## config.mk

```make
export PLATFORM = sky130hd
export DESIGN_NAME = uart_rx_break_top
export DESIGN_NICKNAME = d
export VERILOG_FILES = /design/src/rtl/uart_rxb_pkg.sv /design/src/rtl/uart_rxb_frame.sv /design/src/rtl/uart_rxb_fifo.sv /design/src/rtl/uart_rx_break_top.sv
export SDC_FILE = /design/constraint.sdc
export NUM_CORES = 1
export LEC_CHECK = 0
export BUFFER_PORTS_ARGS = -buffer_cell sky130_fd_sc_hd__buf_4
export CAP_MARGIN = 20
export CORE_MARGIN = 8
export CORE_UTILIZATION = 39
export CTS_CLUSTER_DIAMETER = 50
export DETAILED_ROUTE_END_ITERATION = 16
export PLACE_DENSITY_LB_ADDON = 0.25
export RECOVER_POWER = 100
export SYNTH_ARGS = -nofsm -noshare
export SYNTH_HDL_FRONTEND = slang
export SYNTH_SLANG_ARGS = --single-unit
```

## constraint.sdc

```tcl
create_clock -name clk -period 3.7 [get_ports clk]
set_clock_uncertainty 0.15 [all_clocks]
set_input_delay 0.74 -clock clk [delete_from_list [all_inputs] [get_ports clk]]
set_output_delay 0.74 -clock clk [all_outputs]
set_load 0.01 [all_outputs]
```

## src/rtl/uart_rxb_pkg.sv

```systemverilog
package uart_rxb_pkg;

    typedef enum logic [2:0] {
        S_IDLE,
        S_START,
        S_DATA,
        S_PAR,
        S_STOP,
        S_HUNT,
        S_LOCK
    } rx_state_e;

endpackage

```

## src/rtl/uart_rxb_frame.sv

```systemverilog
module uart_rxb_frame
    import uart_rxb_pkg::*;
#(
    parameter int DATA_BITS = 8,
    parameter int OSR       = 16
) (
    input  logic                 clk,
    input  logic                 rst_n,
    input  logic                 clr_i,
    input  logic                 en_i,
    input  logic                 tick_i,
    input  logic                 rx_i,
    input  logic                 par_en_i,
    output logic                 evt_valid_o,
    output logic [DATA_BITS-1:0] evt_data_o,
    output logic                 evt_perr_o,
    output logic                 evt_ferr_o,
    output logic                 evt_brk_o,
    output logic                 locked_o
);

    localparam int CW        = $clog2(OSR);
    localparam int MID       = OSR / 2;
    localparam int BRK_TICKS = (OSR * 77) / 8;
    localparam int BW        = $clog2(BRK_TICKS + 1);
    localparam int IW        = (DATA_BITS > 1) ? $clog2(DATA_BITS) : 1;

    typedef struct packed {
        rx_state_e            state;
        logic [CW-1:0]        tcnt;
        logic [IW-1:0]        bidx;
        logic [DATA_BITS-1:0] shreg;
        logic                 par;
        logic                 perr;
        logic [1:0]           vote;
        logic [BW-1:0]        bcnt;
        logic                 evt_valid;
        logic                 evt_ferr;
        logic                 evt_brk;
    } frm_t;

    localparam frm_t FRM_RST = '{
        state: S_IDLE, tcnt: '0, bidx: '0, shreg: '0, par: 1'b0, perr: 1'b0,
        vote: '0, bcnt: '0, evt_valid: 1'b0, evt_ferr: 1'b0, evt_brk: 1'b0
    };

    frm_t          frm_d, frm_q;
    logic [CW-1:0] nt;
    logic          maj;
    logic          at_vote, at_decide, at_end;

    assign nt        = CW'(frm_q.tcnt + 1'b1);
    assign maj       = (frm_q.vote[1] & frm_q.vote[0]) | (frm_q.vote[1] & rx_i) | (frm_q.vote[0] & rx_i);
    assign at_vote   = (nt == CW'(MID - 1)) || (nt == CW'(MID));
    assign at_decide = (nt == CW'(MID + 1));
    assign at_end    = (nt == CW'(OSR - 1));

    always_comb begin
        frm_d           = frm_q;
        frm_d.evt_valid = 1'b0;
        frm_d.evt_ferr  = 1'b0;
        frm_d.evt_brk   = 1'b0;
        if (clr_i) begin
            frm_d = FRM_RST;
        end else if (!en_i && frm_q.state != S_LOCK) begin
            frm_d.state = S_IDLE;
        end else if (tick_i) begin
            if (frm_q.state inside {S_START, S_DATA, S_PAR, S_STOP}) begin
                frm_d.tcnt = nt;
                if (at_vote) frm_d.vote = {frm_q.vote[0], rx_i};
            end
            unique case (frm_q.state)
                S_IDLE: begin
                    if (!rx_i) begin
                        frm_d.state = S_START;
                        frm_d.tcnt  = '0;
                        frm_d.par   = 1'b0;
                        frm_d.perr  = 1'b0;
                    end
                end
                S_START: begin
                    if (nt == CW'(MID) && rx_i) begin
                        frm_d.state = S_IDLE;
                    end else if (at_end) begin
                        frm_d.state = S_DATA;
                        frm_d.bidx  = '0;
                    end
                end
                S_DATA: begin
                    if (at_decide) begin
                        frm_d.shreg = {maj, frm_q.shreg[DATA_BITS-1:1]};
                        frm_d.par   = frm_q.par ^ maj;
                    end
                    if (at_end) begin
                        if (frm_q.bidx == IW'(DATA_BITS - 1)) begin
                            frm_d.state = par_en_i ? S_PAR : S_STOP;
                        end else begin
                            frm_d.bidx = IW'(frm_q.bidx + 1'b1);
                        end
                    end
                end
                S_PAR: begin
                    if (at_decide) frm_d.perr = frm_q.par ^ maj;
                    if (at_end)    frm_d.state = S_STOP;
                end
                S_STOP: begin
                    if (at_decide) begin
                        if (maj) begin
                            frm_d.state     = S_IDLE;
                            frm_d.evt_valid = 1'b1;
                        end else begin
                            frm_d.state = S_HUNT;
                            frm_d.bcnt  = '0;
                        end
                    end
                end
                S_HUNT: begin
                    if (rx_i) begin
                        frm_d.state     = S_IDLE;
                        frm_d.evt_valid = 1'b1;
                        frm_d.evt_ferr  = 1'b1;
                    end else if (frm_q.bcnt == BW'(BRK_TICKS - 1)) begin
                        frm_d.state   = S_LOCK;
                        frm_d.evt_brk = 1'b1;
                    end else begin
                        frm_d.bcnt = BW'(frm_q.bcnt + 1'b1);
                    end
                end
                S_LOCK: frm_d.state = S_LOCK;
                default: frm_d.state = S_IDLE;
            endcase
        end
    end

    always_ff @(posedge clk or negedge rst_n) begin
        if (!rst_n) frm_q <= FRM_RST;
        else        frm_q <= frm_d;
    end

    assign evt_valid_o = frm_q.evt_valid;
    assign evt_data_o  = frm_q.shreg;
    assign evt_perr_o  = frm_q.perr;
    assign evt_ferr_o  = frm_q.evt_ferr;
    assign evt_brk_o   = frm_q.evt_brk;
    assign locked_o    = (frm_q.state == S_LOCK);

    // the lock is left only through a clear
    p_lock_hold_r6: assert property (@(posedge clk) disable iff (!rst_n)
        (frm_q.state == S_LOCK && !clr_i) |=> (frm_q.state == S_LOCK));

    // a break event never comes with a character
    p_brk_excl_r5: assert property (@(posedge clk) disable iff (!rst_n)
        frm_q.evt_brk |-> !frm_q.evt_valid);

endmodule

```

## src/rtl/uart_rxb_fifo.sv

```systemverilog
module uart_rxb_fifo #(
    parameter int DW    = 8,
    parameter int DEPTH = 16
) (
    input  logic                     clk,
    input  logic                     rst_n,
    input  logic                     clr_i,
    input  logic                     wr_i,
    input  logic [DW-1:0]            wr_data_i,
    input  logic                     rd_i,
    output logic [DW-1:0]            rd_data_o,
    output logic [$clog2(DEPTH):0]   level_o,
    output logic                     full_o
);

    localparam int AW = $clog2(DEPTH);

    typedef struct packed {
        logic [AW:0] wptr;
        logic [AW:0] rptr;
    } ptr_t;

    ptr_t          ptr_d, ptr_q;
    logic [DW-1:0] mem_q [DEPTH];
    logic          wr_ok, rd_ok, empty;

    assign level_o = ptr_q.wptr - ptr_q.rptr;
    assign full_o  = (level_o == (AW+1)'(DEPTH));
    assign empty   = (level_o == '0);
    assign wr_ok   = wr_i && !full_o && !clr_i;
    assign rd_ok   = rd_i && !empty && !clr_i;

    always_comb begin
        ptr_d = ptr_q;
        if (clr_i) begin
            ptr_d = '0;
        end else begin
            if (wr_ok) ptr_d.wptr = ptr_q.wptr + 1'b1;
            if (rd_ok) ptr_d.rptr = ptr_q.rptr + 1'b1;
        end
    end

    always_ff @(posedge clk or negedge rst_n) begin
        if (!rst_n) ptr_q <= '0;
        else        ptr_q <= ptr_d;
    end

    always_ff @(posedge clk) begin
        if (wr_ok) mem_q[ptr_q.wptr[AW-1:0]] <= wr_data_i;
    end

    assign rd_data_o = mem_q[ptr_q.rptr[AW-1:0]];

    // a write into a full queue leaves the level where it was
    p_no_overflow_r9: assert property (@(posedge clk) disable iff (!rst_n)
        (full_o && wr_i && !rd_i && !clr_i) |=> $stable(level_o));

    // the level never exceeds the depth
    p_level_bound_r9: assert property (@(posedge clk) disable iff (!rst_n)
        level_o <= (AW+1)'(DEPTH));

endmodule

```

## src/rtl/uart_rx_break_top.sv

```systemverilog
module uart_rx_break_top #(
    parameter int DATA_BITS = 8,
    parameter int OSR       = 16,
    parameter int DEPTH     = 16
) (
    input  logic                   clk,
    input  logic                   rst_n,
    input  logic                   rx_i,
    input  logic                   tick_i,
    input  logic                   rx_en_i,
    input  logic                   par_en_i,
    input  logic                   sleep_i,
    input  logic                   irq_en_i,
    input  logic                   srst_i,
    input  logic                   fifo_en_set_i,
    input  logic                   rd_en_i,
    output logic [DATA_BITS-1:0]   rd_data_o,
    output logic [$clog2(DEPTH):0] level_o,
    output logic                   fifo_en_o,
    output logic                   perr_o,
    output logic                   ferr_o,
    output logic                   brk_o,
    output logic                   ovf_o,
    output logic                   irq_o
);

    localparam int LW = $clog2(DEPTH) + 1;

    typedef struct packed {
        logic rx_m;
        logic rx_s;
        logic fifo_en;
        logic perr;
        logic ferr;
        logic brk;
        logic ovf;
    } ctl_t;

    localparam ctl_t CTL_RST = '{rx_m: 1'b1, rx_s: 1'b1, fifo_en: 1'b0,
                                 perr: 1'b0, ferr: 1'b0, brk: 1'b0, ovf: 1'b0};

    ctl_t                 ctl_d, ctl_q;
    logic                 evt_valid, evt_perr, evt_ferr, evt_brk, locked;
    logic [DATA_BITS-1:0] evt_data;
    logic                 push_req, push, full;
    logic [LW-1:0]        level;

    uart_rxb_frame #(.DATA_BITS(DATA_BITS), .OSR(OSR)) u_frame (
        .clk        (clk),
        .rst_n      (rst_n),
        .clr_i      (srst_i),
        .en_i       (rx_en_i),
        .tick_i     (tick_i),
        .rx_i       (ctl_q.rx_s),
        .par_en_i   (par_en_i),
        .evt_valid_o(evt_valid),
        .evt_data_o (evt_data),
        .evt_perr_o (evt_perr),
        .evt_ferr_o (evt_ferr),
        .evt_brk_o  (evt_brk),
        .locked_o   (locked)
    );

    assign push_req = evt_valid && !sleep_i && ctl_q.fifo_en && !srst_i;
    assign push     = push_req && !full;

    uart_rxb_fifo #(.DW(DATA_BITS), .DEPTH(DEPTH)) u_fifo (
        .clk      (clk),
        .rst_n    (rst_n),
        .clr_i    (srst_i),
        .wr_i     (push),
        .wr_data_i(evt_data),
        .rd_i     (rd_en_i),
        .rd_data_o(rd_data_o),
        .level_o  (level),
        .full_o   (full)
    );

    always_comb begin
        ctl_d      = ctl_q;
        ctl_d.rx_m = rx_i;
        ctl_d.rx_s = ctl_q.rx_m;
        if (srst_i) begin
            ctl_d.fifo_en = 1'b0;
            ctl_d.perr    = 1'b0;
            ctl_d.ferr    = 1'b0;
            ctl_d.brk     = 1'b0;
            ctl_d.ovf     = 1'b0;
        end else begin
            if (fifo_en_set_i)                    ctl_d.fifo_en = 1'b1;
            if (evt_valid && !sleep_i && evt_perr) ctl_d.perr = 1'b1;
            if (evt_valid && !sleep_i && evt_ferr) ctl_d.ferr = 1'b1;
            if (evt_brk)                          ctl_d.brk  = 1'b1;
            if (push_req && full)                 ctl_d.ovf  = 1'b1;
        end
    end

    always_ff @(posedge clk or negedge rst_n) begin
        if (!rst_n) ctl_q <= CTL_RST;
        else        ctl_q <= ctl_d;
    end

    assign level_o   = level;
    assign fifo_en_o = ctl_q.fifo_en;
    assign perr_o    = ctl_q.perr;
    assign ferr_o    = ctl_q.ferr;
    assign brk_o     = ctl_q.brk;
    assign ovf_o     = ctl_q.ovf;
    assign irq_o     = irq_en_i && ((level != '0) || ctl_q.brk);

    // the break event writes nothing into the queue
    p_brk_no_write_r5: assert property (@(posedge clk) disable iff (!rst_n)
        evt_brk |-> !push);

    // while locked, the queue sees no write
    p_lock_no_push_r6: assert property (@(posedge clk) disable iff (!rst_n)
        (ctl_q.brk && locked) |-> !push);

    // the break flag holds until a soft reset
    p_brk_sticky_r6: assert property (@(posedge clk) disable iff (!rst_n)
        (ctl_q.brk && !srst_i) |=> ctl_q.brk);

    // the parity flag holds until a soft reset
    p_perr_sticky_r3: assert property (@(posedge clk) disable iff (!rst_n)
        (ctl_q.perr && !srst_i) |=> ctl_q.perr);

    // a soft reset empties the queue and clears every flag
    p_srst_clear_r10: assert property (@(posedge clk) disable iff (!rst_n)
        srst_i |=> (level == '0 && !ctl_q.perr && !ctl_q.ferr && !ctl_q.brk
                    && !ctl_q.ovf && !ctl_q.fifo_en));

endmodule

```

==> impl_metrics.json <==
{
  "status": "completed",
  "async_reset_ff_frac": 0.281,
  "root_buffer": "clkbuf_16",
  "dpl_cell_area_um2": 8570,
  "final_area_um2": 9190,
  "grt_pass1_wl_um": 28200,
  "cts_tree": "yes",
  "vias_per_cell": 5.50,
  "grt_pass1_vias": 4933,
  "routabilityCongestion": 0.815,
  "finalMaxSlewViolations": 0,
  "max-slew-margin-rel": 0.142,
  "peakVddDrop_uv": 321,
  "fp.dieW_um": 159,
  "yosys_warnings": 0,
  "start_util": 0.397,
  "r2r_slack_ns": 0.29,
  "synthTopCellsByArea": "edfxtp_1 48%, dfrtp_1 15%, mux4_2 11%",
  "synthCells": 544,
  "cts.sinks": 178,
  "layout_min_cycle_time_ns": 3.60,
  "synthDistinctLibCells": 65,
  "drive_above_1_share": 0.220,
  "cts_buffers": 17,
  "syn_nets": 573,
  "start_kind": "register",
  "tightest_slew_ns": 1.29,
  "io_pins": 30,
  "postCtsHoldBufs": 0,
  "diodes": 0,
  "hold_viol": 0,
  "yosysTopAreaCell": "edfxtp_1",
  "remaining_drc_errors": 0,
  "p_total_mw": 4.77,
  "period_share": 0.972,
  "post-dp-hpwl_um": 11900,
  "clk_pin_slew_ns": 0.07,
  "ant_nets": 0,
  "cp.required_ns": 2.81,
  "track_usage": 0.144,
  "synth-edff-count": 128,
  "hold_path_class": "primary input to async pin",
  "synth_top_area_frac": 0.480,
  "crit_path_end_kind": "primary output",
  "vias": 4759,
  "rr_worst_depth": 10,
  "cts_buffer_depth": 2,
  "nNetsFinal": 611,
  "die-area_um2": 25400,
  "yosysSeqAreaShare": 0.637,
  "cts.htree.levels": 4,
  "critPathMaxFanout": 3,
  "grt-ovfl-total": 0,
  "antenna_found_initial": 0,
  "core_um2": 20200,
  "wirelength_um": 17800,
  "cap_violations": 0,
  "setup_viol": 0,
  "p_leak_nw": 3.44,
  "core.rowCount": 52,
  "reg2reg_to": "u_fifo.mem_q[11][5]",
  "critical_path_class": "register to primary output",
  "syn_area_um2": 8010,
  "r2r-start": "u_fifo.ptr_q[5]",
  "syn2layout_area_growth_pct": 14.7,
  "grt_max_degree": 51,
  "arrival_ns": 2.71,
  "synth_area_per_cell_um2": 14.7,
  "drt-initial-drc-count": 310,
  "drtPass1Iterations": 4,
  "die_h_um": 159,
  "yosys_register_bits": 178,
  "portBuffers": 29,
  "wl_per_cell_um": 20.6,
  "fmax_mhz": 278,
  "power_density_nw_per_um2": 519,
  "clock_latency_ns": 0.43,
  "synth_flop_cell": "edfxtp_1"
}
## how the worst max path moves through the flow
stage	slack, ns	start	cells past startpoint	end
after floorplan	0.02	u_fifo.ptr_q[1]	10	u_fifo.mem_q[1][0]
after global placement	0.21	u_fifo.ptr_q[5]	10	u_fifo.mem_q[1][4]
after detailed placement	0.14	u_fifo.ptr_q[5]	10	u_fifo.mem_q[1][6]
after CTS	0.01	u_fifo.ptr_q[5]	9	irq_o
after global routing	-0.001	u_fifo.ptr_q[5]	9	irq_o
final	0.10	u_fifo.ptr_q[5]	9	irq_o
## final cells by class
class / instances / area (um^2)
fillers: 1801 / 11000
clock inverters: 15 / 179
multi-input cells: 320 / 2760
well taps: 270 / 338
clock buffers: 17 / 425
flip-flops and latches: 178 / 5100
repair buffers: 45 / 312
inverters: 20 / 75.1
## timing repair
action                     4_1_cts  5_1_grt
setup endpoints to repair        1       72
pin swaps                        1        2
resized for setup                1        5
setup buffers                    2        2
## synthesized netlist by cell type (7+ instances only)
| library cell | count |
|---|---|
| a21oi_1 | 18 |
| and3_1 | 12 |
| clkbuf_1 | 16 |
| dfrtp_1 | 48 |
| edfxtp_1 | 128 |
| ha_1 | 17 |
| inv_1 | 18 |
| mux2i_1 | 7 |
| mux4_2 | 40 |
| nand2_1 | 45 |
| nand3_1 | 8 |
| nor2_1 | 30 |
| nor2b_1 | 8 |
| nor3_1 | 11 |
| o21ai_0 | 26 |
| or3_1 | 8 |
## per-stage QoR
step                std cells  hold slack (ns)  setup slack (ns)  utilization  TNS (ns)
floorplan                 544            0.195            0.0161            -         0
global placement          829            0.198             0.212        0.425         0
detailed placement        829            0.200             0.145        0.425         0
CTS                       863            0.196            0.0128        0.456         0
global route              865            0.220          -0.00145        0.456  -0.00145
finish                    865            0.187             0.104        0.456         0
## where the power goes
part / leakage, nW / total [mW] / switching (mW) / internal (mW)
clock: 0.293 / 1.77 / 0.857 / 0.915
sequential: 1.92 / 2.14 / 0.0140 / 2.13
combinational: 1.23 / 0.854 / 0.426 / 0.428
## sequential cells by signal (all words and copies together) (netlist names), 8 cells and up
signal              flops
u_fifo.mem_q          128
u_fifo.ptr_q           10
u_frame.frm_q          21
u_frame.evt_data_o      8
## metal layers
| metal | share of wire | track usage |
|---|---|---|
| met1 | 0.44 | 0.186 |
| met2 | 0.50 | 0.237 |
| met3 | 0.055 | 0.0370 |
| met4 | 0.0069 | 0.0339 |
| met5 | 0 | 0 |
## critical path, stage by stage (launching register included)
cell	delay [ns]
dfrtp_1	0.38
inv_2	0.06
ha_2	0.19
fa_2	0.56
inv_1	0.06
or3_4	0.37
a211o_1	0.31
a2bb2oi_2	0.14
a21boi_1	0.08
buf_4	0.14
## layout by cell type (no fill, tap or decap), drive strengths merged, types with 3 or more instances in the layout
master / instances
a211o: 6
a21o: 4
a21oi: 19
and2: 5
and3: 12
and4: 3
and4b: 6
buf: 37
clkbuf: 25
clkinv: 8
dfrtp: 48
edfxtp: 128
ha: 17
inv: 27
mux2: 6
mux2i: 7
mux4: 40
nand2: 45
nand2b: 4
nand3: 8
nand3b: 3
nand4: 6
nor2: 30
nor2b: 9
nor3: 11
nor4bb: 4
o21ai: 27
or3: 8
xnor2: 3
## cells by family (layout without fill, tap and decap cells)
logic type               count (synthesis)  in the layout  share of synthesized area
AO/OA/AOI/OAI                           81             81                     0.0672
XOR/XNOR                                 5              5                    0.00547
adder cells (fa/ha/maj)                 19             19                     0.0303
buffers and inverters                   46             97                     0.0225
flip-flops                             178            178                      0.637
multiplexers                            53             53                      0.130
AND/OR/NAND/NOR                        162            162                      0.108
No activity file was read; power rests on OpenSTA's default activity.
